[config.mk]
export PLATFORM = sky130hd
export DESIGN_NAME = pgmon_top
export DESIGN_NICKNAME = d
export VERILOG_FILES = /design/src/rtl/pgmon_pkg.sv /design/src/rtl/pgmon_cfg.sv /design/src/rtl/pgmon_window.sv /design/src/rtl/pgmon_qual.sv /design/src/rtl/pgmon_top.sv
export SDC_FILE = /design/constraint.sdc
export NUM_CORES = 1
export LEC_CHECK = 0
export BUFFER_PORTS_ARGS = -buffer_cell sky130_fd_sc_hd__clkbuf_2
export CAP_MARGIN = 5
export CORE_ASPECT_RATIO = 1.5
export CORE_MARGIN = 3
export CORE_UTILIZATION = 50
export DETAILED_ROUTE_END_ITERATION = 16
export MAX_ROUTING_LAYER = met4
export PLACE_DENSITY = 0.67
export SETUP_SLACK_MARGIN = 0.2
export SYNTH_ARGS = -nofsm -noshare
export SYNTH_HDL_FRONTEND = slang
export SYNTH_SLANG_ARGS = --single-unit
[constraint.sdc]
create_clock -name clk -period 2.74 [get_ports clk]
set_input_delay 0.411 -clock clk [delete_from_list [all_inputs] [get_ports clk]]
set_output_delay 0.411 -clock clk [all_outputs]
set_load 0.03 [all_outputs]
[src/rtl/pgmon_pkg.sv]
package pgmon_pkg;

  typedef enum logic [1:0] {
    CFG_OVER  = 2'd0,
    CFG_UNDER = 2'd1,
    CFG_DELAY = 2'd2,
    CFG_RSVD  = 2'd3
  } cfg_addr_e;

  localparam int FRAC_BITS = 8;

  // percent -> fraction in 1/2^FRAC_BITS steps, rounded down
  function automatic int pct_to_frac(input int pct);
    return (pct * (1 << FRAC_BITS)) / 100;
  endfunction

endpackage

[src/rtl/pgmon_cfg.sv]
module pgmon_cfg
  import pgmon_pkg::*;
#(
  parameter int PCT_W     = 8,
  parameter int DLY_W     = 16,
  parameter int DATA_W    = 16,
  parameter int OVER_DEF  = 38,
  parameter int UNDER_DEF = 25,
  parameter int DLY_DEF   = 1000
) (
  input  logic              clk,
  input  logic              rst_n,
  input  logic              cfg_we,
  input  logic [1:0]        cfg_addr,
  input  logic [DATA_W-1:0] cfg_wdata,
  output logic [PCT_W-1:0]  over_q,
  output logic [PCT_W-1:0]  under_q,
  output logic [DLY_W-1:0]  dly_q
);

  cfg_addr_e          sel;
  logic               over_en, under_en, dly_en;
  logic [PCT_W-1:0]   over_d, under_d;
  logic [DLY_W-1:0]   dly_d;

  always_comb begin
    sel      = cfg_addr_e'(cfg_addr);
    over_en  = cfg_we && (sel == CFG_OVER);
    under_en = cfg_we && (sel == CFG_UNDER);
    dly_en   = cfg_we && (sel == CFG_DELAY);
    over_d   = cfg_wdata[PCT_W-1:0];
    under_d  = cfg_wdata[PCT_W-1:0];
    dly_d    = cfg_wdata[DLY_W-1:0];
  end

  always_ff @(posedge clk or negedge rst_n) begin
    if (!rst_n) begin
      over_q  <= PCT_W'(OVER_DEF);
      under_q <= PCT_W'(UNDER_DEF);
      dly_q   <= DLY_W'(DLY_DEF);
    end else begin
      if (over_en)  over_q  <= over_d;
      if (under_en) under_q <= under_d;
      if (dly_en)   dly_q   <= dly_d;
    end
  end

  // a delay write lands in the register on the next edge
  p_delay_write_r5: assert property (@(posedge clk) disable iff (!rst_n)
    (cfg_we && cfg_addr == 2'd2) |=> (dly_q == $past(cfg_wdata[DLY_W-1:0])));

  // writes to other addresses leave the margins alone
  p_margin_hold_r3: assert property (@(posedge clk) disable iff (!rst_n)
    !(cfg_we && cfg_addr == 2'd0) |=> $stable(over_q));

endmodule

[src/rtl/pgmon_window.sv]
module pgmon_window #(
  parameter int W     = 12,
  parameter int PCT_W = 8
) (
  input  logic             clk,
  input  logic             rst_n,
  input  logic [W-1:0]     target_code,
  input  logic [PCT_W-1:0] over_frac,
  input  logic [PCT_W-1:0] under_frac,
  input  logic             smp_valid,
  input  logic [W-1:0]     smp_code,
  output logic             in_win_q
);

  localparam int PROD_W = W + PCT_W;

  logic [PROD_W-1:0] up_prod, dn_prod;
  logic [W-1:0]      up_part, dn_part;
  logic [W:0]        hi_d, hi_q;
  logic [W-1:0]      lo_d, lo_q;
  logic              in_win_d;
  logic              win_en;

  // bound arithmetic: next-state
  always_comb begin
    up_prod = {{PCT_W{1'b0}}, target_code} * {{W{1'b0}}, over_frac};
    dn_prod = {{PCT_W{1'b0}}, target_code} * {{W{1'b0}}, under_frac};
    up_part = up_prod[PROD_W-1:PCT_W];
    dn_part = dn_prod[PROD_W-1:PCT_W];
    hi_d    = {1'b0, target_code} + {1'b0, up_part};
    lo_d    = target_code - dn_part;
  end

  // comparison: next-state
  always_comb begin
    win_en   = smp_valid;
    in_win_d = ({1'b0, smp_code} <= hi_q) && (smp_code >= lo_q);
  end

  always_ff @(posedge clk or negedge rst_n) begin
    if (!rst_n) begin
      hi_q <= '0;
      lo_q <= '0;
    end else begin
      hi_q <= hi_d;
      lo_q <= lo_d;
    end
  end

  always_ff @(posedge clk or negedge rst_n) begin
    if (!rst_n)      in_win_q <= 1'b0;
    else if (win_en) in_win_q <= in_win_d;
  end

  // the upper bound never sits below the lower bound
  p_bound_order_r2: assert property (@(posedge clk) disable iff (!rst_n)
    hi_q >= {1'b0, lo_q});

  // the window verdict ignores samples without a strobe
  p_no_strobe_hold_r9: assert property (@(posedge clk) disable iff (!rst_n)
    !smp_valid |=> $stable(in_win_q));

endmodule

[src/rtl/pgmon_qual.sv]
module pgmon_qual #(
  parameter int DLY_W         = 16,
  parameter int CLKS_PER_TICK = 100
) (
  input  logic             clk,
  input  logic             rst_n,
  input  logic             in_win,
  input  logic             fault,
  input  logic [DLY_W-1:0] dly_ticks,
  output logic             pg
);

  localparam int PRE_W = (CLKS_PER_TICK > 1) ? $clog2(CLKS_PER_TICK) : 1;
  localparam logic [PRE_W-1:0] PRE_LAST = PRE_W'(CLKS_PER_TICK - 1);

  logic             qual_ok;
  logic             tick;
  logic             reached;
  logic [PRE_W-1:0] pre_d, pre_q;
  logic [DLY_W-1:0] cnt_d, cnt_q;
  logic             pg_d, pg_q;
  logic             cnt_en;

  always_comb begin
    qual_ok = in_win && !fault;
    tick    = (pre_q == PRE_LAST);
    reached = (cnt_q >= dly_ticks);
    cnt_en  = qual_ok && !pg_q && !reached && tick;
  end

  always_comb begin
    pre_d = pre_q;
    cnt_d = cnt_q;
    pg_d  = pg_q;
    if (!qual_ok) begin
      pre_d = '0;
      cnt_d = '0;
      pg_d  = 1'b0;
    end else if (!pg_q) begin
      if (reached) begin
        pg_d  = 1'b1;
        pre_d = '0;
      end else if (cnt_en) begin
        pre_d = '0;
        cnt_d = cnt_q + 1'b1;
      end else begin
        pre_d = pre_q + 1'b1;
      end
    end
  end

  always_ff @(posedge clk or negedge rst_n) begin
    if (!rst_n) begin
      pre_q <= '0;
      cnt_q <= '0;
      pg_q  <= 1'b0;
    end else begin
      pre_q <= pre_d;
      cnt_q <= cnt_d;
      pg_q  <= pg_d;
    end
  end

  assign pg = pg_q;

  // pg high only after a cycle with the qualifier met
  p_pg_needs_ok_r1: assert property (@(posedge clk) disable iff (!rst_n)
    pg_q |-> $past(qual_ok));

  // losing the qualifier clears pg on the next edge
  p_fast_drop_r6: assert property (@(posedge clk) disable iff (!rst_n)
    !qual_ok |=> !pg_q);

  // losing the qualifier clears the tick count
  p_count_restart_r7: assert property (@(posedge clk) disable iff (!rst_n)
    !qual_ok |=> (cnt_q == '0));

  // pg rises only once the tick count has reached the delay
  p_rise_after_delay_r8: assert property (@(posedge clk) disable iff (!rst_n)
    $rose(pg_q) |-> $past(cnt_q >= dly_ticks));

endmodule

[src/rtl/pgmon_top.sv]
module pgmon_top
  import pgmon_pkg::*;
#(
  parameter int W             = 12,
  parameter int PCT_W         = FRAC_BITS,
  parameter int DLY_W         = 16,
  parameter int DATA_W        = 16,
  parameter int CLKS_PER_TICK = 100,
  parameter int DLY_DEF       = 1000,
  parameter int SYNC_STAGES   = 2
) (
  input  logic              clk,
  input  logic              rst_n,
  input  logic              smp_valid,
  input  logic [W-1:0]      smp_code,
  input  logic [W-1:0]      target_code,
  input  logic              fault,
  input  logic              cfg_we,
  input  logic [1:0]        cfg_addr,
  input  logic [DATA_W-1:0] cfg_wdata,
  output logic              pg
);

  localparam int OVER_DEF  = pct_to_frac(15);
  localparam int UNDER_DEF = pct_to_frac(10);

  logic [SYNC_STAGES-1:0] rst_sync_q;
  logic                   rst_n_int;
  logic [PCT_W-1:0]       over_frac, under_frac;
  logic [DLY_W-1:0]       dly_ticks;
  logic                   in_win;

  // asynchronous assert, synchronous release
  generate
    if (SYNC_STAGES > 1) begin : g_sync_chain
      always_ff @(posedge clk or negedge rst_n) begin
        if (!rst_n) rst_sync_q <= '0;
        else        rst_sync_q <= {rst_sync_q[SYNC_STAGES-2:0], 1'b1};
      end
    end else begin : g_sync_single
      always_ff @(posedge clk or negedge rst_n) begin
        if (!rst_n) rst_sync_q <= '0;
        else        rst_sync_q <= 1'b1;
      end
    end
  endgenerate

  assign rst_n_int = rst_sync_q[SYNC_STAGES-1];

  pgmon_cfg #(
    .PCT_W(PCT_W), .DLY_W(DLY_W), .DATA_W(DATA_W),
    .OVER_DEF(OVER_DEF), .UNDER_DEF(UNDER_DEF), .DLY_DEF(DLY_DEF)
  ) u_cfg (
    .clk(clk), .rst_n(rst_n_int),
    .cfg_we(cfg_we), .cfg_addr(cfg_addr), .cfg_wdata(cfg_wdata),
    .over_q(over_frac), .under_q(under_frac), .dly_q(dly_ticks)
  );

  pgmon_window #(.W(W), .PCT_W(PCT_W)) u_window (
    .clk(clk), .rst_n(rst_n_int),
    .target_code(target_code), .over_frac(over_frac), .under_frac(under_frac),
    .smp_valid(smp_valid), .smp_code(smp_code), .in_win_q(in_win)
  );

  pgmon_qual #(.DLY_W(DLY_W), .CLKS_PER_TICK(CLKS_PER_TICK)) u_qual (
    .clk(clk), .rst_n(rst_n_int),
    .in_win(in_win), .fault(fault), .dly_ticks(dly_ticks), .pg(pg)
  );

  // pg is low whenever the internal reset is held
  p_reset_low_r10: assert property (@(posedge clk) !rst_n_int |-> !pg);

endmodule

# Word-level counts from Yosys, hierarchy flattened
# Index checks and enable logic that the tools add are counted.
# op_classes
addsub	4
mul	2
n_lt_le_gt_ge	3
n_eq_ne	6
n_mux	11
n_reduce_logical	13
# ops
op	count
$mux W16	4
$mul A12 B8 Y20	2
$mux W7	4
$add A16 B1 Y16 const B	1
$ge A16 B16 Y1	1
$add A12 B12 Y13	1
$le A12 B13 Y1	1
$ge A12 B12 Y1	1
$sub A12 B12 Y12	1
$logic_and A1 B1 Y1	8
$add A7 B1 Y7 const B	1
$eq A7 B7 Y1 const B	1
$ne A2 B2 Y1 const B	3
$logic_not A1 Y1	3
$mux W1	3
$reduce_and A3 Y1	1
$eq A2 B1 Y1 const B	1
$eq A2 B2 Y1 const B	1
$logic_not A2 Y1	1
# totals
reg_bits	84
in_bits	47
output_inout_bits	1
elab_cells	49

# Depth between registers and ports, before layout
# logic_depth
depth_word	9
depth_mapped	27
ltp_nobuf	26

# Cells and area by module
# From an unflattened synthesis, not the netlist that was laid out.
# unflattened
cells_unflattened	1146
hier_area_um2	10881.7
# by_module_without_submodules
mod	n_inst	cells_each	area_per_inst_um2	seq_area_each_um2
pgmon_window	1	884	7896.3	650.6
pgmon_qual	1	191	1694.1	600.6
pgmon_cfg	1	68	1237.4	815.8
pgmon_top	1	3	53.8	50.0

# Worst setup path after synthesis
# Ideal clock, no wire load.
# synth_timing
path_type	register to register
startpoint	reg u_cfg.over_q[5]
endpoint	reg u_window.hi_q[11]
setup_ns	0.080
arrival_time_ns	5.746
t_required_ns	2.660
slack_ns	-3.086
path_stages_with_launch	25
n_path_buf	1
synth_period_minus_slack_ns	5.826
path_cell_list	dfstp_2 > clkbuf_1 > nand2_1 > fa_1 > fa_1 > inv_1 > fa_1 > fa_1 > ha_1 > a211o_1 > a31oi_1 > o21ai_1 > and2_1 > o21a_1 > o21a_1 > nor2_1 > xnor2_1 > ha_1 > o21a_1 > nor2_1 > a21oi_1 > nand4_1 > nand3_1 > o41ai_1 > xnor2_1
# synth_between
elab_chain_cells	2
# synth_rtl
item	line_no	rtl
start, declared	pgmon_cfg.sv:16	output logic [PCT_W-1:0] over_q,
start signal, assigned	pgmon_cfg.sv:38	over_q <= PCT_W'(OVER_DEF);
start signal, assigned	pgmon_cfg.sv:42	if (over_en) over_q <= over_d;
$mul A12 B8 Y20	pgmon_window.sv:26	up_prod = {{PCT_W{1'b0}}, target_code} * {{W{1'b0}}, over_frac};
$add A12 B12 Y13	pgmon_window.sv:30	hi_d = {1'b0, target_code} + {1'b0, up_part};
net u_window.hi_d[11]	pgmon_window.sv:19	logic [W:0] hi_d, hi_q;
end signal, assigned	pgmon_window.sv:45	hi_q <= hi_d;
end, declared	pgmon_window.sv:19	
# The timed path passes the listed nets, and every way through them passes these cells.
# A chain may end at the register's enable or synchronous reset.

# Worst setup path after layout
# layout_timing
startpoint	reg u_cfg.over_q[2]
endpoint	reg u_window.hi_q[10]
# The elaborated chain is that of the path after synthesis.

==> key figures <==
Status
  • Status: finished with violations
  • Failing checks: setup timing

Die
  • Rows: 65
  • I/O Pins: 48
  • Die W: 126 um
  • Core Footprint: 0.0212 mm2
  • Die area: 0.0236 mm2
  • Starting Density: 51.2%
  • Die height: 187 um

STA
  • Max Clock Skew: 0.00839 ns
  • Period utilisation layout: 210%
  • Slew HR: 30.8%
  • RSZ-0062 raised after global routing: yes
  • Final WS setup: -3.02 ns
  • # setup viols final: 25
  • Final min period: ~5.8 ns
  • FMAX: 174 MHz
  • Setup tns final: -61.70 ns
  • Measured slew at the worst slew-check pin: 1.04 ns
  • Fin. max-slew vios: 0
  • Final Hold Viols: 0

Worst hold path
  • HP Start: smp_valid
  • Hold Path Cell Cnt: 2
  • Worst Hold Class: in -> reg
  • Hold Path End: u_window.in_win_q

Yosys
  • Syn Area/Cell: around 9.5 um2
  • Number of flops mapped to enable cells by yosys: 0
  • Distinct cells, synth: 63
  • #FFs+latches synth: 84
  • Fraction of synthesized cell area taken by the top area cell type: around 22%
  • Synth Instances: 1144
  • Cell area after synthesis: approximately 0.011 mm2
  • Asr flop ratio synth: 100%
  • Mux cell area share after synthesis: ~3.3%
  • Most common cell in the synthesized netlist: inv_1
  • Syn_nets: ~1500
  • Largest family of logic cells by synthesized area: adder cells
  • Post-synthesis xor/xnor area fraction: 4.43%
  • Adder-cell area share of the yosys netlist: a little under two fifths
  • Synth Flop Type: dfrtp_1
  • Seq/Total Area, Yosys: 19.5%
  • Simple-gate share of the synthesized area: between 10% and 20%
  • Commonest cells in the netlist: 195 x inv_1, 141 x ha_1, 139 x and2_1, 120 x fa_1
  • Top cells by area, synth: fa_1 22%, dfrtp_1 17%, ha_1 16%, and2_1 8.0%, inv_1 6.7%
  • Yosys warnings: 0
  • Compound-Gate Fraction of Synth Area: 9.31%
  • Yosys top cell by area: fa_1

Critical path
  • Critical path launch point type: register
  • RR Endpoint: u_window.hi_q[10]
  • Setup crit end kind: register
  • Reg2reg path depth: 22
  • R2r setup slk: -3.02 ns
  • Most numerous cell on the critical path: fa_1
  • CP max stage delay: 0.58 ns
  • Crit Reg-Reg Startpoint: u_cfg.over_q[2]
  • CP cell instances: nand2_1 > fa_1 > fa_1 > inv_1 > fa_1 > fa_1 > ha_4 > a211o_1 > a31oi_4 > buf_4 > buf_6 > o21bai_2 > xor2_2 > ha_4 > fa_2 > a21o_1 > a21oi_2 > nor2b_1 > o21ai_2 > a21oi_2 > a31o_2 > xor2_1
  • CP Launch Point: u_cfg.over_q[2]
  • Critical path's slowest cell: dfstp_2
  • Delay-heaviest family, CP: adder cells
  • CP Max Fanout: 3
  • WP data required: just under 3 ns
  • Buf+Inv Stages, Crit Path: 3
  • Kind of critical path: reg -> reg
  • Arrival time of the worst setup path: 5.99 ns

Place
  • Dpl hpwl: 21.0 mm
  • Input/output buffers: 47
  • Placer Congestion: 0.889
  • Post-Place Cell Area: 0.0127 mm2

Global route
  • Largest net degree at the start of global routing: 80
  • Total gr overflow: 0
  • Vias in the first global route: roughly 9500
  • First-pass GRT wire length: 44.6 mm
  • Gr usage total: around a quarter
  • Initial antenna violation count: 0

Drt
  • Final WL: 28.1 mm
  • Iteration-0 DRC Markers: 426
  • Routed Antenna Nets: 0
  • Vias: 8872
  • Via/cell ratio: 5.33
  • WL/cell: between 15 and 20 um
  • Residual DRC: 0
  • First-pass DRT Iterations: 4

Cells and area
  • Nets: 1699
  • Layout cell share with drive strength beyond 1: 34.9%
  • Area grow syn2layout: 32.0%
  • FILL cells: roughly 1600
  • N_diodes: 0
  • Post-route design area: 0.0144 mm2

CTS
  • Num CTS Buffers: 9
  • Clk slew on worst S/H paths: 0.07 ns
  • H-tree levels: 3
  • CTS tree: yes
  • Worst-skew pair later-pin latency: approximately 0.35 ns
  • TritonCTS Sinks: 84
  • Root Driver: clkbuf_16
  • Maximum root-to-sink buffer count: 2

Job
  • Max cap viols: 0
worst register-to-register path, delay by kind of cell, from the launching register on:
family / cells / cell delay [ns]
fa+ha+maj: 7 / 2.78
compound gates: 8 / 1.45
flops: 1 / 0.58
xor+xnor: 2 / 0.39
buf+inv: 3 / 0.28
simple gates: 2 / 0.16
sequential cells by signal, indices dropped and copies added, names as in the netlist:
signal	flops
u_cfg.under_q	8
u_qual.cnt_q	16
u_window.in_win_q	1
u_cfg.dly_q	16
rst_sync_q	2
u_window.lo_q	12
u_window.hi_q	13
u_qual.pre_q	7
u_qual.pg	1
u_cfg.over_q	8
what timing repair did:
item | in CTS | in global routing
hold endpoints to repair | 2 | 0
resized for setup | 93 | 82
gates cloned | 0 | 0
setup buffers | 32 | 18
endpoints found under the setup margin | 43 | 43
hold buffers | 1 | 0
pin swaps | 83 | 101
per-layer routing:
metal	GRT usage [%]	vias up	wire length (um)
li1	-	4184	-
met2	45.5	135	16300
met5	-	-	0
met4	7.31	0	802
met1	25.9	4501	10400
met3	2.18	52	590
cell usage in the layout, fill, tap and decap left out, types with 19 or more instances in the layout:
master and n:
a21o_1 19, a21oi_2 19, and2_1 126, buf_4 190
buf_6 25, clkbuf_2 47, dfrtp_1 66, fa_1 109
ha_1 122, inv_1 190, mux2_2 32, nand2_1 67
nand3_1 21, nor2_1 29, xnor2_1 26
layout make-up:
cell class                      instances  area (um2)  share of cell area, %
Multi-Input combinational cell        830        8800                   61.3
Sequential cell                        84        2130                   14.8
Timing Repair Buffer                  271        2100                   14.6
Inverter                              195         732                   5.10
Tap cell                              268         335                   2.33
Clock buffer                           11         233                   1.62
Clock inverter                          5        37.5                  0.261
cell families after synthesis:
| kind of cell | after synthesis |
|---|---|
| other cells | 1 |
| buf+inv | 230 |
| flops | 84 |
| compound gates | 141 |
| mux | 32 |
| fa+ha+maj | 261 |
| simple gates | 340 |
| xor+xnor | 55 |
through the flow:
| step | std cells | hold WS, ns | worst slack (ns) | utilization [%] |
|---|---|---|---|---|
| 2_1_floorplan | 1144 | 0.115 | -2.80 | - |
| 3_3_place_gp | 1597 | 0.197 | -3.14 | 60.1 |
| 3_5_place_dp | 1597 | 0.201 | -3.20 | 60.1 |
| 4_1_cts | 1646 | 0.252 | -2.93 | 64.9 |
| 5_1_grt | 1664 | 0.276 | -3.19 | 67.7 |
| 6_report | 1664 | 0.266 | -3.02 | 67.7 |
worst max-delay path by stage:
| stage | end | slack, ns | cells after the start |
|---|---|---|---|
| after floorplan | u_window.hi_q[11] | -2.80 | 24 |
| after global placement | u_window.hi_q[11] | -3.14 | 25 |
| after detailed placement | u_window.hi_q[11] | -3.20 | 25 |
| after CTS | u_window.hi_q[10] | -2.93 | 22 |
| after global routing | u_window.hi_q[11] | -3.19 | 25 |
| final | u_window.hi_q[10] | -3.02 | 22 |
Power is left out: the tool's default activity adds up to more than one toggle a clock period on the data nets, which glitch-free logic cannot reach.
